==> src/rtl/gpin_pkg.sv <==
package gpin_pkg;

  localparam int CFG_W    = 12;
  localparam int FCNT_LSB = 4;
  localparam int FCNT_W   = 4;
  localparam int FSEL_LSB = 8;
  localparam int FSEL_W   = 4;
  localparam int INV_BIT  = 1;
  localparam int IEN_BIT  = 2;
  localparam int EDGE_BIT = 3;
  localparam int PRE_W    = (1 << FSEL_W) - 1;
  localparam int CMD_W    = 4;

  typedef enum logic {
    DET_LEVEL = 1'b0,
    DET_EDGE  = 1'b1
  } det_mode_e;

  typedef struct packed {
    det_mode_e          mode;
    logic               irq_en;
    logic               invert;
    logic [FSEL_W-1:0]  fsel;
    logic [FCNT_W-1:0]  fcnt;
  } line_cfg_t;

  typedef struct packed {
    logic ack;     // clear pending
    logic pset;    // set pending
    logic mask;    // clear enable
    logic unmask;  // set enable
  } line_cmd_t;

  function automatic line_cfg_t decode_cfg(input logic [CFG_W-1:0] w);
    line_cfg_t c;
    c.mode   = w[EDGE_BIT] ? DET_EDGE : DET_LEVEL;
    c.irq_en = w[IEN_BIT];
    c.invert = w[INV_BIT];
    c.fsel   = w[FSEL_LSB +: FSEL_W];
    c.fcnt   = w[FCNT_LSB +: FCNT_W];
    return c;
  endfunction

  function automatic line_cmd_t decode_cmd(input logic we, input logic [CMD_W-1:0] d);
    line_cmd_t k;
    k.ack    = we & d[0];
    k.pset   = we & d[1];
    k.mask   = we & d[2];
    k.unmask = we & d[3];
    return k;
  endfunction

  // Low-bit mask that marks one prescaler period of 2^sel clocks.
  function automatic logic [PRE_W-1:0] tick_mask(input logic [FSEL_W-1:0] sel);
    logic [31:0] one;
    logic [31:0] m;
    one = 32'd1;
    m   = (one << sel) - 32'd1;
    return m[PRE_W-1:0];
  endfunction

  // True once the hold counter has seen count+1 ticks (this tick included).
  function automatic logic hold_done(input logic [FCNT_W-1:0] hold,
                                     input logic [FCNT_W-1:0] cnt);
    return hold >= cnt;
  endfunction

endpackage

==> src/rtl/gpin_sync.sv <==
module gpin_sync #(
  parameter int STAGES = 2
) (
  input  logic clk,
  input  logic rst_n,
  input  logic d_i,
  output logic q_o
);
  logic [STAGES-1:0] stage_q;

  genvar g;
  generate
    for (g = 0; g < STAGES; g++) begin : g_stage
      if (g == 0) begin : g_first
        always_ff @(posedge clk or negedge rst_n) begin
          if (!rst_n) stage_q[0] <= 1'b0;
          else        stage_q[0] <= d_i;
        end
      end else begin : g_next
        always_ff @(posedge clk or negedge rst_n) begin
          if (!rst_n) stage_q[g] <= 1'b0;
          else        stage_q[g] <= stage_q[g-1];
        end
      end
    end
  endgenerate

  assign q_o = stage_q[STAGES-1];
endmodule

==> src/rtl/gpin_filter.sv <==
module gpin_filter
  import gpin_pkg::*;
(
  input  logic              clk,
  input  logic              rst_n,
  input  logic              raw_i,
  input  logic [FSEL_W-1:0] fsel_i,
  input  logic [FCNT_W-1:0] fcnt_i,
  output logic              level_o,
  output logic              tick_o,
  output logic              commit_o
);
  logic [PRE_W-1:0]  pre_q;
  logic [PRE_W-1:0]  mask;
  logic [FCNT_W-1:0] hold_q;
  logic              level_q;
  logic              differ;

  always_ff @(posedge clk or negedge rst_n) begin
    if (!rst_n) pre_q <= '0;
    else        pre_q <= pre_q + 1'b1;
  end

  assign mask     = tick_mask(fsel_i);
  assign tick_o   = (pre_q & mask) == mask;
  assign differ   = raw_i ^ level_q;
  assign commit_o = differ & tick_o & hold_done(hold_q, fcnt_i);

  always_ff @(posedge clk or negedge rst_n) begin
    if (!rst_n) begin
      hold_q  <= '0;
      level_q <= 1'b0;
    end else if (!differ) begin
      hold_q  <= '0;
    end else if (commit_o) begin
      hold_q  <= '0;
      level_q <= raw_i;
    end else if (tick_o) begin
      hold_q  <= hold_q + 1'b1;
    end
  end

  assign level_o = level_q;
endmodule

==> src/rtl/gpin_detect.sv <==
module gpin_detect
  import gpin_pkg::*;
(
  input  logic      clk,
  input  logic      rst_n,
  input  logic      level_i,
  input  det_mode_e mode_i,
  input  logic      irq_en_i,
  input  line_cmd_t cmd_i,
  output logic      pending_o,
  output logic      enable_o,
  output logic      rise_o,
  output logic      hw_set_o
);
  logic level_d1_q;
  logic pend_q;
  logic en_q;
  logic pend_d;
  logic en_d;

  always_ff @(posedge clk or negedge rst_n) begin
    if (!rst_n) level_d1_q <= 1'b0;
    else        level_d1_q <= level_i;
  end

  assign rise_o   = level_i & ~level_d1_q;
  assign hw_set_o = irq_en_i & ((mode_i == DET_EDGE) ? rise_o : level_i);

  always_comb begin
    pend_d = hw_set_o | cmd_i.pset | (pend_q & ~cmd_i.ack);
    if (cmd_i.mask)        en_d = 1'b0;
    else if (cmd_i.unmask) en_d = 1'b1;
    else                   en_d = en_q;
  end

  always_ff @(posedge clk or negedge rst_n) begin
    if (!rst_n) begin
      pend_q <= 1'b0;
      en_q   <= 1'b0;
    end else begin
      pend_q <= pend_d;
      en_q   <= en_d;
    end
  end

  assign pending_o = pend_q;
  assign enable_o  = en_q;
endmodule

==> src/rtl/gpin_line.sv <==
module gpin_line
  import gpin_pkg::*;
#(
  parameter int SYNC_STAGES = 2
) (
  input  logic             clk,
  input  logic             rst_n,
  input  logic             pin_i,
  input  logic [CFG_W-1:0] cfg_i,
  input  logic             cmd_we_i,
  input  logic [CMD_W-1:0] cmd_i,
  output logic             level_o,
  output logic             pending_o,
  output logic             enable_o,
  output logic             irq_o
);
  line_cfg_t cfg_dec;
  line_cmd_t cmd_dec;
  logic      pin_sync;
  logic      pin_pol;
  logic      flt_tick;
  logic      flt_commit;
  logic      det_rise;
  logic      det_hw_set;

  assign cfg_dec = decode_cfg(cfg_i);
  assign cmd_dec = decode_cmd(cmd_we_i, cmd_i);

  gpin_sync #(.STAGES(SYNC_STAGES)) u_sync (
    .clk   (clk),
    .rst_n (rst_n),
    .d_i   (pin_i),
    .q_o   (pin_sync)
  );

  assign pin_pol = pin_sync ^ cfg_dec.invert;

  gpin_filter u_filt (
    .clk      (clk),
    .rst_n    (rst_n),
    .raw_i    (pin_pol),
    .fsel_i   (cfg_dec.fsel),
    .fcnt_i   (cfg_dec.fcnt),
    .level_o  (level_o),
    .tick_o   (flt_tick),
    .commit_o (flt_commit)
  );

  gpin_detect u_det (
    .clk       (clk),
    .rst_n     (rst_n),
    .level_i   (level_o),
    .mode_i    (cfg_dec.mode),
    .irq_en_i  (cfg_dec.irq_en),
    .cmd_i     (cmd_dec),
    .pending_o (pending_o),
    .enable_o  (enable_o),
    .rise_o    (det_rise),
    .hw_set_o  (det_hw_set)
  );

  assign irq_o = pending_o & enable_o & cfg_dec.irq_en;
endmodule

==> config.mk <==
export PLATFORM = sky130hd
export DESIGN_NAME = gpin_line
export DESIGN_NICKNAME = d
export VERILOG_FILES = /design/src/rtl/gpin_pkg.sv /design/src/rtl/gpin_sync.sv /design/src/rtl/gpin_filter.sv /design/src/rtl/gpin_detect.sv /design/src/rtl/gpin_line.sv
export SDC_FILE = /design/constraint.sdc
export NUM_CORES = 1
export LEC_CHECK = 0
export BUFFER_PORTS_ARGS = -buffer_cell sky130_fd_sc_hd__buf_4
export CAP_MARGIN = 20
export CORE_ASPECT_RATIO = 1.1
export CORE_MARGIN = 4
export CORE_UTILIZATION = 45
export DETAILED_ROUTE_END_ITERATION = 8
export PLACE_DENSITY = 0.8
export SYNTH_ARGS = -nofsm -noshare
export SYNTH_HDL_FRONTEND = slang
export SYNTH_SLANG_ARGS = --single-unit
==> constraint.sdc <==
create_clock -name clk -period 2.2 [get_ports clk]
set_input_delay 0.22 -clock clk [delete_from_list [all_inputs] [get_ports clk]]
set_output_delay 0.22 -clock clk [all_outputs]
set_load 0.01 [all_outputs]
==> flow_summary_export.csv <==
group,metric,value,unit
final_layout,num-nets-final,210,
final_layout,final_area,1790,µm²
clock_tree,htree_levels,1,
critical_path,critPathKind,"input port to flip-flop",
synthesis,ys_async_sr_fraction,1.00,
clock_tree,worstSkewPairLatency,0.31,ns
timing,max_clock_freq,419,MHz
global_routing,grt_pass1_wl,4980,µm
final_layout,final_cells,216,
clock_tree,cts_tree,"built",
critical_path,cp_max_fo,7,
final_layout,drive_gt1_frac,0.280,
synthesis,netlist_area,1440,µm²
placement,dp_hpwl,2290,µm
timing,period_share,1.08,
drt,antenna_left,0,
drt,num_vias,1204,
pwr,peakVddDrop,0.000242,V
synthesis,avgSynthCellArea,9.81,µm²
synthesis,synth_edf_count,0,
final_layout,diodes,0,
synthesis,yosysTopAreaCellShare,0.434,
synthesis,synth.top_cells.by_area,"dfrtp_1 (43%), xnor2_1 (7.9%), ha_1 (6.1%)",
placement,gp_congestion,0.897,
die,die_y,67.4,µm
synthesis,synth-seq-area-share,0.434,
die,coreArea,3070,µm²
placement,pre_cts_ws,-0.593,ns
drt,wl_per_cell,13.8,µm
global_routing,grt_pass1_vias,1228,
pwr,power.internal,604,µW
synthesis,ys_seq_elements,25,
pwr,switching_share,0.242,
min_path,holdCritStartpoint,"cmd_i[2]",
critical_path,crit_start,"cfg_i[11]",
final_layout,area_growth,24.3,%
timing,hold_viol_final,0,
final_layout,fill_cells,265,
placement,numPortBuffers,22,
placement,placed_cell_area,1730,µm²
critical_path,arrival,2.63,ns
final_layout,multi_input_area,771,µm²
timing,skew,0.00866,ns
timing,slew_headroom,0.616,
timing,worst_slew_pin_slew,0.572,ns
synthesis,synthCells,147,
critical_path,timing.rr.start,"u_filt.hold_q[0]$_DFFE_PN0P_",
clock_tree,cts_max_path_buffers,2,
pwr,power.total,796,µW
pwr,pwr-share-seq,0.591,
synthesis,ys_warn_count,0,
clock_tree,cts_made_buffers,3,
status,status,"complete, but fails checks",
final_layout,seqCellArea,626,µm²
placement,dp.cells,209,
drt,dr.pass1.iters,4,
clock_tree,path_clk_slew,0.14,ns
drt,routed_wl,2980,µm
status,violations,"setup timing",
global_routing,grt_max_degree,26,
global_routing,gr-total-overflow,0,
pwr,combPwrFrac,0.155,
drt,via_per_inst,5.57,
die,die_area,4180,µm²
timing,finalWorstPathRequiredPeriod,2.38,ns
pwr,p_switching,192,µW
clock_tree,cts-root-buf,"clkbuf_4",
global_routing,grt.total_usage,0.157,
timing,worst_slack,-0.185,ns
drt,drt_iter0_markers,36,
global_routing,antenna_found_initial,0,
synthesis,yosysTopAreaCell,"dfrtp_1",
pwr,p_clk_frac,0.254,
die,num_io_pins,24,
critical_path,crit_required,2.44,ns
timing,finalSetupViolCount,5,
timing,rsz0062_at_grt,"true",
pwr,p_leak,0.828,nW
critical_path,cp-end-kind,"flip-flop",
min_path,min_path_type,"input port to flip-flop",
clock_tree,clock_sinks,25,
final_layout,mostFrequentLayoutCells,"buf_4 (34), dfrtp_1 (25), xnor2_1 (13)",
synthesis,synth_flop_cell,"dfrtp_1",
flow_run,drv_cap,0,
synthesis,synth.distinct_cells,43,
critical_path,start_kind,"input port",
die,num_rows,21,
final_layout,layout_commonest_cell,"buf_4",
drt,drc,0,
die,start_util,0.469,
timing,maxSlewViolCount,0,
pwr,power_density,444,nW/µm²
synthesis,synthesis.nets,174,
die,fp.dieW,62.0,µm
[worst paths after layout]
kind	slack, ns	depth (start not counted)	endpoint
max	-0.18	9	u_filt.hold_q[2]$_DFFE_PN0P_
min reg2reg	0.37	0	u_sync.q_o$_DFF_PN0_
max reg2reg	0.08	7	u_filt.hold_q[2]$_DFFE_PN0P_
max in group asynchronous	1.62	2	u_sync.stage_q[0]$_DFF_PN0_
min in group asynchronous	0.33	2	u_filt.pre_q[13]$_DFF_PN0_
min	0.06	2	u_det.enable_o$_DFFE_PN0P_
[flip-flops by register name, summed over array words and instances, names as in the netlist]
register	count
u_sync.stage_q	1
u_filt.level_o	1
u_det.enable_o	1
u_filt.pre_q	15
u_sync.q_o	1
u_det.level_d1_q	1
u_filt.hold_q	4
u_det.pending_o	1
[kinds of logic after synthesis]
| kind of cell | after synthesis | share of synthesized area |
|---|---|---|
| buffers and inverters | 15 | 0.0460 |
| adder cells (fa/ha/maj) | 7 | 0.0607 |
| XOR/XNOR | 16 | 0.0971 |
| multiplexers | 1 | 0.00781 |
| AO/OA/AOI/OAI | 26 | 0.129 |
| flip-flops | 25 | 0.434 |
| AND/OR/NAND/NOR | 57 | 0.225 |
[power groups by stage]
stage / clock network [mW] / registers (mW) / logic (mW)
after global placement: 0 / 0.479 / 0.112
final: 0.202 / 0.470 / 0.123
after floorplan: 0 / 0.481 / 0.0545
after CTS: 0.207 / 0.471 / 0.123
after global routing: 0.223 / 0.471 / 0.136
after detailed placement: 0 / 0.479 / 0.119
[cell type report]
type / instances / area share
Multi-Input combinational cell: 107 / 0.430
Tap cell: 34 / 0.0237
Timing Repair Buffer: 38 / 0.166
Clock buffer: 4 / 0.0147
Inverter: 8 / 0.0167
Sequential cell: 25 / 0.349
[cells in the mapped netlist (3+ instances only)]
master	count
nor3_1	4
xor2_1	3
nor2_1	8
xnor2_1	13
o21ai_0	5
and3_1	5
nand3_1	7
a21oi_1	7
nand2b_1	4
dfrtp_1	25
ha_1	7
nand2_1	11
clkbuf_1	4
inv_1	8
o2111ai_1	3
[timing repair]
action | CTS | global route
hold buffers | 1 | 1
buffers inserted | 1 | 0
hold endpoints to repair | 25 | 1
pin swaps | 2 | 2
endpoints found under the setup margin | 5 | 5
resized for setup | 4 | 0
[worst max-delay path: stages]
cell and delay [ns]:
buf_6 0.09, or4_4 0.54, ha_4 0.29, nor2_2 0.03, a311oi_1 0.24, o2111ai_1 0.14
or4_4 0.47, or4b_1 0.48, a21oi_1 0.13
[through the flow]
step	util	setup TNS (ns)	hold slack [ns]
2_1_floorplan	-	-2.03	-0.0756
3_3_place_gp	0.561	-2.71	0.131
3_5_place_dp	0.561	-2.88	0.142
4_1_cts	0.580	-0.749	0.00543
5_1_grt	0.583	-1.13	0.0501
6_report	0.583	-0.715	0.0595
[metal layers]
metal  up-vias  track usage  part of all wire
met5         -            0                 0
met3         2       0.0229             0.060
met1       581        0.180              0.41
met4         0       0.0424            0.0047
li1        589            -                 -
met2        32        0.291              0.52
No activity file was read; power rests on OpenSTA's default activity.
